==> src/rtl/ppctx_pkg.sv <==
package ppctx_pkg;
  // bank encoding shared by select, status and write request
  localparam logic BANK_PONG = 1'b0;
  localparam logic BANK_PING = 1'b1;
  // index of each bank in lock and write-enable vectors
  localparam int IDX_PING = 0;
  localparam int IDX_PONG = 1;
  localparam int NUM_BANKS = 2;

  // lock state of the named bank
  function automatic logic bank_locked(input logic bank, input logic [NUM_BANKS-1:0] lk);
    return (bank == BANK_PING) ? lk[IDX_PING] : lk[IDX_PONG];
  endfunction
endpackage

==> src/rtl/ppctx_inflight.sv <==
module ppctx_inflight #(
  parameter int DEPTH = 2
) (
  input  logic       clk,
  input  logic       rst,
  input  logic       start_i,
  input  logic       end_i,
  input  logic       bank_i,
  output logic       accept_o,
  output logic [1:0] lock_o,
  output logic       idle_o
);
  import ppctx_pkg::*;

  logic [DEPTH-1:0] bnk_q, vld_q, bnk_d, vld_d;
  logic [DEPTH-1:0] hit_ping, hit_pong;
  logic pop, placed;

  assign pop      = end_i & vld_q[0];
  assign accept_o = start_i & (~vld_q[DEPTH-1] | pop);

  always_comb begin
    bnk_d  = bnk_q;
    vld_d  = vld_q;
    placed = 1'b0;
    if (pop) begin
      bnk_d = bnk_q >> 1;
      vld_d = vld_q >> 1;
    end
    if (accept_o) begin
      for (int i = 0; i < DEPTH; i++) begin
        if (!vld_d[i] && !placed) begin
          bnk_d[i] = bank_i;
          vld_d[i] = 1'b1;
          placed   = 1'b1;
        end
      end
    end
  end

  always_ff @(posedge clk) begin
    if (rst) begin
      bnk_q <= '0;
      vld_q <= '0;
    end else begin
      bnk_q <= bnk_d;
      vld_q <= vld_d;
    end
  end

  genvar g;
  generate
    for (g = 0; g < DEPTH; g++) begin : g_slot
      assign hit_ping[g] = vld_q[g] & (bnk_q[g] == BANK_PING);
      assign hit_pong[g] = vld_q[g] & (bnk_q[g] == BANK_PONG);
    end
  endgenerate

  assign lock_o[IDX_PING] = |hit_ping;
  assign lock_o[IDX_PONG] = |hit_pong;
  assign idle_o = ~vld_q[0];
endmodule

==> src/rtl/ppctx_bank_sel.sv <==
module ppctx_bank_sel (
  input  logic       clk,
  input  logic       rst,
  input  logic       accept_i,
  input  logic       idle_i,
  input  logic       ovr_en_i,
  input  logic       ovr_sel_i,
  input  logic [1:0] lock_i,
  output logic       sel_o,
  output logic       sel_next_o
);
  import ppctx_pkg::*;

  logic sel_q, sel_d, other_busy;

  assign other_busy = bank_locked(~sel_q, lock_i);

  always_comb begin
    sel_d = sel_q;
    if (accept_i) begin
      if (ovr_en_i)        sel_d = ovr_sel_i;
      else if (!other_busy) sel_d = ~sel_q;
    end else if (ovr_en_i && idle_i) begin
      sel_d = ovr_sel_i;
    end
  end

  always_ff @(posedge clk) begin
    if (rst) sel_q <= BANK_PONG;
    else     sel_q <= sel_d;
  end

  assign sel_o      = sel_q;
  assign sel_next_o = sel_d;
endmodule

==> src/rtl/ppctx_wr_gate.sv <==
module ppctx_wr_gate #(
  parameter int ADDR_W = 10,
  parameter int DATA_W = 32
) (
  input  logic              clk,
  input  logic              rst,
  input  logic              req_i,
  input  logic              bank_i,
  input  logic [ADDR_W-1:0] addr_i,
  input  logic [DATA_W-1:0] data_i,
  input  logic [1:0]        lock_i,
  output logic [1:0]        wr_o,
  output logic [ADDR_W-1:0] addr_o,
  output logic [DATA_W-1:0] data_o,
  output logic              err_o
);
  import ppctx_pkg::*;

  logic blocked, pass;
  assign blocked = bank_locked(bank_i, lock_i);
  assign pass    = req_i & ~blocked;

  always_ff @(posedge clk) begin
    if (rst) begin
      wr_o  <= '0;
      err_o <= 1'b0;
    end else begin
      wr_o[IDX_PING] <= pass & (bank_i == BANK_PING);
      wr_o[IDX_PONG] <= pass & (bank_i == BANK_PONG);
      err_o          <= req_i & blocked;
    end
  end

  // data path without reset so it maps onto plain enable flops
  always_ff @(posedge clk) begin
    if (pass) begin
      addr_o <= addr_i;
      data_o <= data_i;
    end
  end
endmodule

==> src/rtl/ppctx_selector.sv <==
module ppctx_selector #(
  parameter int DEPTH  = 2,
  parameter int ADDR_W = 10,
  parameter int DATA_W = 32
) (
  input  logic              clk,
  input  logic              rst,
  input  logic              frm_start_i,
  input  logic              frm_end_i,
  input  logic              ovr_en_i,
  input  logic              ovr_sel_i,
  input  logic              hwr_i,
  input  logic              hwr_bank_i,
  input  logic [ADDR_W-1:0] hwr_addr_i,
  input  logic [DATA_W-1:0] hwr_data_i,
  output logic              sel_o,
  output logic [2:0]        stat_o,
  output logic [1:0]        bank_wr_o,
  output logic [ADDR_W-1:0] bank_addr_o,
  output logic [DATA_W-1:0] bank_data_o,
  output logic              ctx_err_o
);
  logic       accept, idle, sel_next;
  logic [1:0] lock;

  ppctx_inflight #(.DEPTH(DEPTH)) u_q (
    .clk(clk), .rst(rst), .start_i(frm_start_i), .end_i(frm_end_i),
    .bank_i(sel_next), .accept_o(accept), .lock_o(lock), .idle_o(idle)
  );

  ppctx_bank_sel u_sel (
    .clk(clk), .rst(rst), .accept_i(accept), .idle_i(idle),
    .ovr_en_i(ovr_en_i), .ovr_sel_i(ovr_sel_i), .lock_i(lock),
    .sel_o(sel_o), .sel_next_o(sel_next)
  );

  ppctx_wr_gate #(.ADDR_W(ADDR_W), .DATA_W(DATA_W)) u_wr (
    .clk(clk), .rst(rst), .req_i(hwr_i), .bank_i(hwr_bank_i),
    .addr_i(hwr_addr_i), .data_i(hwr_data_i), .lock_i(lock),
    .wr_o(bank_wr_o), .addr_o(bank_addr_o), .data_o(bank_data_o), .err_o(ctx_err_o)
  );

  assign stat_o = {sel_o, lock};
endmodule

==> config.mk <==
export PLATFORM = sky130hd
export DESIGN_NAME = ppctx_selector
export DESIGN_NICKNAME = d
export VERILOG_FILES = /design/src/rtl/ppctx_pkg.sv /design/src/rtl/ppctx_inflight.sv /design/src/rtl/ppctx_bank_sel.sv /design/src/rtl/ppctx_wr_gate.sv /design/src/rtl/ppctx_selector.sv
export SDC_FILE = /design/constraint.sdc
export NUM_CORES = 1
export LEC_CHECK = 0
export ABC_AREA = 1
export BUFFER_PORTS_ARGS = -buffer_cell sky130_fd_sc_hd__buf_2
export CELL_PAD_IN_SITES_DETAIL_PLACEMENT = 2
export CELL_PAD_IN_SITES_GLOBAL_PLACEMENT = 2
export CORE_ASPECT_RATIO = 0.8
export CORE_MARGIN = 8
export CORE_UTILIZATION = 26
export CTS_CLUSTER_DIAMETER = 150
export DETAILED_ROUTE_END_ITERATION = 6
export MAX_ROUTING_LAYER = met4
export PLACE_DENSITY_LB_ADDON = 0.1
export RECOVER_POWER = 25
export SETUP_SLACK_MARGIN = 0.5
export SYNTH_ARGS = -nofsm -noshare
export SYNTH_HDL_FRONTEND = slang
export SYNTH_SLANG_ARGS = --single-unit
==> constraint.sdc <==
create_clock -name clk -period 5.5 [get_ports clk]
set_input_delay 1.1 -clock clk [delete_from_list [all_inputs] [get_ports clk]]
set_output_delay 1.1 -clock clk [all_outputs]
set_load 0.005 [all_outputs]
==> run_results.csv <==
group,metric,value,unit
synth,ys_ff_latch,50,
sta,rsz0062_at_grt,"false",
worst_setup_path,ff2ff_path_depth,7,
worst_setup_path,crit_type,"flip-flop to output port",
synth,synth_cells,100,
sta,setup_violations,0,
worst_setup_path,required,4400,ps
sta,fin_tns_setup,0,ps
global_routing,overflow,0,
drt,drtPass1Iterations,2,
floorplan,die-area,9200,µm²
synth,syn_area_per_cell,16.6,µm²
placement,routabilityCongestion,0.714,
placement,dpl_cell_area,2260,µm²
power,power,0.727,mW
clocking,clk_root_buffer_cell,"clkbuf_8",
sta,fin_crit,2180,ps
worst_setup_path,crit_slowest_cell,"dfxtp_1",
sta,hold_slack,631,ps
floorplan,io_pins,99,
placement,dp.cells,282,
job,maxCapViolCount,0,
clocking,numCtsBuffers,5,
synth,syn_nets,150,
drt,drtIter0Drc,25,
worst_setup_path,r2r_start,"u_q.bnk_q[0]",
global_routing,grt_antenna_before_repair,0,
drt,routedWlPerCell,17.2,µm
synth,synth_top_area_share,76.1,%
synth,ys_warn_count,0,
global_routing,grt_max_degree,43,
synth,seq_area_frac_synth,85.7,%
run_status,status,"finished clean",
worst_setup_path,reg2reg_slack,3740,ps
cells_and_area,multi_input_area,206,µm²
power,p_leak,1.02,nW
worst_hold_path,min_from,"u_q.vld_q[1]",
clocking,clkSinkCount,50,
drt,via_count,1195,
worst_hold_path,hp-class,"flip-flop to flip-flop",
clocking,h-tree-depth,2,
cells_and_area,final_util,37.4,%
sta,hold_viol_final,0,
cells_and_area,antenna_cells,0,
worst_hold_path,min_to,"u_q.vld_q[1]",
worst_setup_path,crit_path_end_kind,"output port",
power,power.density,310,nW/µm²
sta,skew,7.73,ps
clocking,holdBufCountCts,0,
sta,fin_ws,3320,ps
clocking,cts_max_path_buffers,2,
clocking,clkTransAtPathRegs,90,ps
clocking,cts.repair.resized,0,
cells_and_area,final_area,2350,µm²
worst_setup_path,crit_chain,"nand2_1, nand2_1, buf_2",
global_routing,grt_pass1_wl,7500,µm
global_routing,grt_pass1_vias,1350,
worst_setup_path,r2r_end,"u_wr.data_o[1]",
placement,place_worst_setup_slack,3070,ps
cells_and_area,layout_common_cells,"97 x buf_2, 42 x edfxtp_1, 13 x nand2_1, 9 x inv_1, 8 x dfxtp_1",
worst_hold_path,whs_path_depth,4,
placement,detailed_place_hpwl,4130,µm
clocking,cts_tree,"done",
global_routing,grt_usage,11.1,%
cells_and_area,drive_above_1_share,53.9,%
synth,synth_top_area_cell,"edfxtp_1",
sta,slew-limit-headroom,64.2,%
worst_setup_path,cp-start-kind,"flip-flop",
drt,ant_nets,0,
clocking,cts_setup_buffers,0,
worst_setup_path,slowest_delay,440,ps
cells_and_area,fill_cells,673,
cells_and_area,area_delta_synth_final,41.7,%
synth,synth.distinct_cells,16,
drt,vias_per_cell,4.12,
floorplan,initial_core_util,26.4,%
synth,syn_area,1660,µm²
floorplan,num_rows,26,
sta,drv_slew,0,
drt,routed_wl,4990,µm
cells_and_area,final_common_cell,"buf_2",
cells_and_area,regArea,1420,µm²
cells_and_area,final_cell_count_no_fill,290,
clocking,clk_latency,300,ps
sta,worst_pin_slew,537,ps
floorplan,fp.dieW,105,µm
sta,fmax,0.458,GHz
synth,synth_area_leaders,"edfxtp_1 76%, dfxtp_1 9.7%, nand2_1 2.9%, a21oi_1 2.1%, inv_1 2.0%",
worst_setup_path,path_common_cell,"nand2_1",
cells_and_area,nNetsFinal,255,
worst_setup_path,critPathArrivalTime,1080,ps
worst_setup_path,path_max_fanout,5,
drt,route.detailed.drc,0,
placement,portBuffers,98,
floorplan,coreArea,6280,µm²
power,max-vdd-ir-drop,0.000125,V
floorplan,dieHeight,87.4,µm
sta,fin_crit_sh,39.7,%
==> worst max path at each step <==
stage | from | endpoint | slack [ps] | depth (start not counted)
4_1_cts | u_q.vld_q[0] | stat_o[1] | 3290 | 3
3_5_place_dp | hwr_bank_i | u_wr.data_o[20] | 3070 | 4
3_3_place_gp | hwr_bank_i | u_wr.data_o[1] | 3140 | 4
5_1_grt | u_q.vld_q[0] | stat_o[1] | 3210 | 3
2_1_floorplan | hwr_bank_i | u_wr.addr_o[0] | 680 | 2
6_report | u_q.vld_q[0] | stat_o[1] | 3320 | 3
==> flip-flops by register name, indices dropped and copies added, names as in the netlist <==
signal	count
u_wr.data_o	32
u_sel.sel_o	1
u_wr.err_o	1
u_q.bnk_q	2
u_wr.addr_o	10
u_wr.wr_o	2
u_q.vld_q	2
==> final cells by class <==
cell class	instances	share of cell area, %
flip-flops and latches	50	60.5
repair buffers	99	21.1
multi-input cells	40	8.79
well taps	84	4.47
clock buffers	6	3.09
inverters	9	1.44
clock inverters	2	0.586
==> cells by family (layout without fill, tap and decap cells) <==
kind of cell           count (synthesis)  in the layout  share of synthesized area, %
and+or+nand+nor                       27             27                          7.47
DFF                                   50             50                          85.7
buffers and inverters                 10            116                          2.49
AOI/OAI and AO/OA                     13             13                          4.30
==> cells in the mapped netlist, drive strengths merged <==
master and count:
nor2 7, a21oi 8, o21ai 4, inv 9, edfxtp 42, dfxtp 8
nand3b 1, buf 1, nand2 16, a21boi 1, nand3 3
==> where the power goes <==
part	internal (mW)	switching [mW]	total, mW
sequential	0.438	0.00773	0.446
clock	0.0899	0.118	0.208
combinational	0.0335	0.0406	0.0741
==> worst max-delay path, delay by kind of cell, from the launching register on <==
family | cells | cell delay, ps
buf+inv | 1 | 140
flops | 1 | 440
simple gates | 2 | 200
==> routing by layer <==
metal  global-route usage [%]  up-vias  share of wire (%)
met4                     3.88        0                1.5
met2                     19.0       60                 51
li1                         -      560                  -
met5                        -        -                  0
met3                     3.62        7                7.2
met1                     11.9      568                 41
Note: power is estimated with default switching activity, not from simulation.
